$ cat config.mk
export PLATFORM = sky130hd
export DESIGN_NAME = heater_pwm_ctrl
export DESIGN_NICKNAME = d
export VERILOG_FILES = /design/src/rtl/heater_pkg.sv /design/src/rtl/heater_phase_gen.sv /design/src/rtl/heater_trip_guard.sv /design/src/rtl/heater_pwm_lane.sv /design/src/rtl/heater_pwm_ctrl.sv
export SDC_FILE = /design/constraint.sdc
export NUM_CORES = 1
export LEC_CHECK = 0
export BUFFER_PORTS_ARGS = -buffer_cell sky130_fd_sc_hd__buf_2
export CORE_ASPECT_RATIO = 0.8
export CORE_MARGIN = 2
export CORE_UTILIZATION = 30
export DETAILED_ROUTE_END_ITERATION = 16
export PLACE_DENSITY = 0.5
export SLEW_MARGIN = 40
export SYNTH_ARGS = -nofsm -noshare
export SYNTH_HDL_FRONTEND = slang
export SYNTH_SLANG_ARGS = --single-unit
$ cat constraint.sdc
create_clock -name clk -period 7.77 [get_ports clk]
set_input_delay 1.554 -clock clk [delete_from_list [all_inputs] [get_ports clk]]
set_output_delay 1.554 -clock clk [all_outputs]
set_load 0.005 [all_outputs]
$ cat src/rtl/heater_pkg.sv
package heater_pkg;

    localparam int DUTY_W    = 8;
    localparam int TEMP_W    = 16;
    localparam int CUT_W     = 8;
    localparam int FRAC_BITS = 8;
    localparam int CUT_MAX   = 100;
    localparam int HYST_DEG  = 5;

    typedef enum logic [1:0] {
        GUARD_WAIT = 2'd0,
        GUARD_RUN  = 2'd1,
        GUARD_TRIP = 2'd2
    } guard_state_e;

    typedef struct packed {
        logic signed [TEMP_W:0] trip_lvl;
        logic signed [TEMP_W:0] rel_lvl;
    } guard_thr_t;

    function automatic logic [CUT_W-1:0] clamp_cut(input logic [CUT_W-1:0] c);
        if (c > CUT_W'(CUT_MAX)) return CUT_W'(CUT_MAX);
        return c;
    endfunction

    function automatic guard_thr_t make_thr(input logic [CUT_W-1:0] c);
        guard_thr_t t;
        logic signed [TEMP_W:0] deg;
        logic signed [TEMP_W:0] low_deg;
        deg        = signed'((TEMP_W+1)'(clamp_cut(c)));
        low_deg    = deg - signed'((TEMP_W+1)'(HYST_DEG));
        t.trip_lvl = deg <<< FRAC_BITS;
        t.rel_lvl  = low_deg <<< FRAC_BITS;
        return t;
    endfunction

endpackage

$ cat src/rtl/heater_phase_gen.sv
module heater_phase_gen
    import heater_pkg::*;
#(
    parameter int PRESCALE = 4
) (
    input  logic              clk,
    input  logic              rst,
    output logic [DUTY_W-1:0] phase_o
);
    localparam int PS_W = (PRESCALE > 1) ? $clog2(PRESCALE) : 1;

    logic tick;

    generate
        if (PRESCALE == 1) begin : g_no_div
            assign tick = 1'b1;
        end else begin : g_div
            logic [PS_W-1:0] pre_q;
            always_ff @(posedge clk) begin
                if (rst) begin
                    pre_q <= '0;
                end else if (pre_q == PS_W'(PRESCALE - 1)) begin
                    pre_q <= '0;
                end else begin
                    pre_q <= pre_q + 1'b1;
                end
            end
            assign tick = (pre_q == PS_W'(PRESCALE - 1));
        end
    endgenerate

    always_ff @(posedge clk) begin
        if (rst) begin
            phase_o <= '0;
        end else if (tick) begin
            phase_o <= phase_o + 1'b1;
        end
    end

endmodule

$ cat src/rtl/heater_trip_guard.sv
module heater_trip_guard
    import heater_pkg::*;
(
    input  logic                     clk,
    input  logic                     rst,
    input  logic [CUT_W-1:0]         cutoff_i,
    input  logic signed [TEMP_W-1:0] temp_i,
    input  logic                     temp_vld_i,
    output guard_state_e             state_o
);
    guard_thr_t             thr;
    logic signed [TEMP_W:0] temp_x;
    logic                   hot;
    logic                   cool;
    guard_state_e           state_q;
    guard_state_e           state_d;

    always_comb begin
        thr    = make_thr(cutoff_i);
        temp_x = TEMP_W'(temp_i);
        temp_x = {temp_i[TEMP_W-1], temp_i};
        hot    = (temp_x >= thr.trip_lvl);
        cool   = (temp_x <= thr.rel_lvl);
    end

    always_comb begin
        state_d = state_q;
        if (temp_vld_i) begin
            unique case (state_q)
                GUARD_WAIT: state_d = hot ? GUARD_TRIP : GUARD_RUN;
                GUARD_RUN:  if (hot)  state_d = GUARD_TRIP;
                GUARD_TRIP: if (cool) state_d = GUARD_RUN;
                default:    state_d = GUARD_WAIT;
            endcase
        end
    end

    always_ff @(posedge clk) begin
        if (rst) begin
            state_q <= GUARD_WAIT;
        end else begin
            state_q <= state_d;
        end
    end

    assign state_o = state_q;

endmodule

$ cat src/rtl/heater_pwm_lane.sv
module heater_pwm_lane
    import heater_pkg::*;
(
    input  logic              clk,
    input  logic              rst,
    input  logic              allow_i,
    input  logic [DUTY_W-1:0] phase_i,
    input  logic [DUTY_W-1:0] duty_i,
    output logic              en_o
);
    always_ff @(posedge clk) begin
        if (rst) begin
            en_o <= 1'b0;
        end else begin
            en_o <= allow_i && (phase_i < duty_i);
        end
    end

endmodule

$ cat src/rtl/heater_pwm_ctrl.sv
module heater_pwm_ctrl
    import heater_pkg::*;
#(
    parameter int NUM_CH   = 4,
    parameter int PRESCALE = 4
) (
    input  logic                       clk,
    input  logic                       rst,
    input  logic                       hp_mode_i,
    input  logic [NUM_CH*DUTY_W-1:0]   duty_i,
    input  logic [CUT_W-1:0]           cutoff_i,
    input  logic signed [TEMP_W-1:0]   temp_i,
    input  logic                       temp_vld_i,
    output logic [NUM_CH-1:0]          heat_en_o,
    output logic                       cutoff_act_o
);
    logic [DUTY_W-1:0] phase;
    guard_state_e      gstate;
    logic              allow;

    heater_phase_gen #(.PRESCALE(PRESCALE)) u_phase (
        .clk     (clk),
        .rst     (rst),
        .phase_o (phase)
    );

    heater_trip_guard u_guard (
        .clk        (clk),
        .rst        (rst),
        .cutoff_i   (cutoff_i),
        .temp_i     (temp_i),
        .temp_vld_i (temp_vld_i),
        .state_o    (gstate)
    );

    assign allow        = hp_mode_i && (gstate == GUARD_RUN);
    assign cutoff_act_o = (gstate == GUARD_TRIP);

    generate
        for (genvar ch = 0; ch < NUM_CH; ch++) begin : g_lane
            heater_pwm_lane u_lane (
                .clk     (clk),
                .rst     (rst),
                .allow_i (allow),
                .phase_i (phase),
                .duty_i  (duty_i[ch*DUTY_W +: DUTY_W]),
                .en_o    (heat_en_o[ch])
            );
        end
    endgenerate

endmodule

==> flow_summary.yaml <==
route:
  drt-total-wl_um: 4460
  vias: 1735
  ant_nets: 0
  first_pass_iters: 4
  drt-initial-drc-count: 54
  drc_errors: 0
  vias_per_cell: 4.49
  wl_per_cell_um: 11.6
sta:
  timing.final.crit_share_pct: 51.4
  tns_ps: 0
  min_period_ps: 4000
  fmax_mhz: 250
  fin_skew_ps: 2.84
  finalMaxSlewViolations: 0
  setup_violations: 0
  rsz0062_at_grt: "no"
  finalHoldViolations: 0
  worst_hold_slack_ps: 429
global_routing:
  grt_first_pass_wirelength_um: 7620
  grt-ovfl-total: 0
  antenna_found_initial: 0
  grt_use_total_pct: 13.0
  grt_max_degree: 14
  grt_pass1_vias: 1620
layout:
  final_cell_mix: "buf_2 (64), ha_1 (49), inv_1 (32), nor2_1 (18), dfxtp_1 (16)"
  num_antenna_cells: 0
  nets: 413
  area_delta_synth_final_pct: 21.9
  seq_area_um2: 320
  nFillCells: 671
  layout-drive-gt1-share_pct: 25.2
  fin_cells: 386
  layout_commonest_cell: "buf_2"
  fin_area_um2: 2370
  multi_input_area_um2: 1470
floorplan:
  fp-row-count: 26
  initial_core_util_pct: 30.7
  fp.coreArea_um2: 6340
  ioPinCount: 65
  dieWidth_um: 94.0
  die_area_um2: 7150
  die_h_um: 76.0
worst_hold_path:
  min_path_type: "register to register"
placed_design:
  dpl.hpwl_um: 3900
  routabilityCongestion: 0.741
  io_buffer_count: 64
  placed_area_um2: 2330
  dp_cells: 383
logic_synthesis:
  ys_warn_count: 0
  netlist_area_um2: 1950
  ys_seq_elements: 16
  synthCells: 241
  synth-seq-area-share_pct: 16.5
  synth_edf_count: 0
  ys_types: 45
  ys.flop_type: "dfxtp_1"
  syn_area_per_cell_um2: 8.07
  postSynth.asyncResetShare_pct: 0
job:
  cap_viol_max_count: 0
outcome:
  run_status: "complete, no violations"
pwr:
  p_int_w: 0.000157
  p_leak_nw: 1.25
  finalPower_w: 0.000224
  irDropWorstVdd_mv: 0.0470
  clockPowerShare_pct: 28.1
  p_sw_w: 0.0000674
  powerDensity_nw_per_um2: 94.4
  comb_power_share_pct: 32.4
  p_seq_share_pct: 39.4
  p_sw_share_pct: 30.1
critical_path:
  endpoint_kind: "register"
  critPathKind: "input pin to register"
  cp.arrival_ps: 4170
  cp.required_ps: 7940
  startpoint_type: "input pin"
  crit_fanout: 7
clocking:
  cts_root_buf: "clkbuf_8"
  clk_latency_ps: 250
  clkSinkCount: 16
  cts-hold-fix-buffers: 0
  ctsResizeCount: 0
  post-cts-setup-buffers: 0
  clockBufferDepth: 2
  cts_buffers: 3
  clk_pin_slew_ps: 60
  htreeDepth: 1
  cts_tree: "built"
-- worst paths after layout --
path                               start                endpoint  slack (ps)  cells after the start
setup / recovery             cutoff_i[3]      u_guard.state_o[0]        3770                     15
hold / removal    u_phase.g_div.pre_q[0]  u_phase.g_div.pre_q[0]         430                      1
hold reg to reg   u_phase.g_div.pre_q[0]  u_phase.g_div.pre_q[0]         430                      1
setup reg to reg  u_phase.g_div.pre_q[0]      u_phase.phase_o[5]        6230                      4
-- stage by stage --
step / util (%) / worst slack [ps]
detailed placement: 36.7 / 3500
finish: 37.4 / 3770
CTS: 37.4 / 3770
global route: 37.4 / 3470
floorplan: - / 3870
global placement: 36.7 / 3570
-- power by group through the flow --
stage / Combinational (W) / Clock (W) / Sequential [W]
after CTS: 0.0000734 / 0.0000665 / 0.0000883
final: 0.0000726 / 0.0000630 / 0.0000883
after floorplan: 0.0000450 / 0 / 0.0000897
after detailed placement: 0.0000730 / 0 / 0.0000902
after global routing: 0.0000841 / 0.0000704 / 0.0000888
after global placement: 0.0000723 / 0 / 0.0000902
-- logic make-up (layout without fill, tap and decap cells) --
| group | after synthesis | after routing | share of synthesized area (%) |
|---|---|---|---|
| AO/OA/AOI/OAI | 43 | 43 | 13.4 |
| XOR/XNOR | 11 | 11 | 4.95 |
| adder cells (fa/ha/maj) | 49 | 49 | 31.5 |
| buffers and inverters | 39 | 99 | 8.42 |
| flip-flops | 16 | 16 | 16.5 |
| multiplexers | 1 | 1 | 0.514 |
| other | 1 | 2 | 0.193 |
| AND/OR/NAND/NOR | 81 | 81 | 24.6 |
-- Yosys cell counts (all sizes together) (2+ instances only) --
cell type | number | share of area (%)
ha | 49 | 32
inv | 32 | 6.2
nor2 | 19 | 3.8
o21ai | 18 | 5.0
dfxtp | 16 | 16
a21oi | 15 | 3.9
nand2 | 12 | 2.4
buf | 7 | 2.3
nor4 | 7 | 3.3
nand4 | 6 | 1.9
nor2b | 6 | 1.9
nor3 | 6 | 1.5
xnor2 | 6 | 2.7
nand2b | 5 | 1.6
or4 | 5 | 1.9
xor2 | 5 | 2.3
a31oi | 3 | 1.7
a211oi | 2 | 0.77
and3 | 2 | 0.64
and4 | 2 | 0.90
nand3 | 2 | 0.51
or3 | 2 | 0.64
-- worst max-delay path, cell delays in order --
cell and delay (ps):
buf_2 120, nor2_2 170, nand2_2 110, a31oi_4 260, nand2_1 140, ha_1 230
nand2b_1 170, nand3_1 100, xnor2_1 130, ha_1 260, and4_1 210, a21boi_0 130
o2111ai_1 240, a31oi_1 110, a211oi_1 230
-- registers in the layout (all words and copies together), names as in the netlist --
signal	count
u_guard.state_o	2
g_lane.u_lane.en_o	4
u_phase.g_div.pre_q	2
u_phase.phase_o	8
-- layout make-up --
type	count	share of cell area, %
repair buffers	64	13.5
flip-flops and latches	16	13.5
inverters	32	5.06
clock buffers	3	1.74
well taps	84	4.43
multi-input cells	187	61.8
-- metal layers --
layer  vias to the layer above  share of wire [%]  global-route usage [%]  wire length [um]
met2                        26                 39                    19.2              1750
met5                         -                  0                       0                 0
met1                       735                 56                    19.8              2490
met3                         0                5.2                    3.07               231
met4                         0                  0                    1.30                 0
li1                        974                  -                       -                 -
Power figures use the tool's default switching activity.
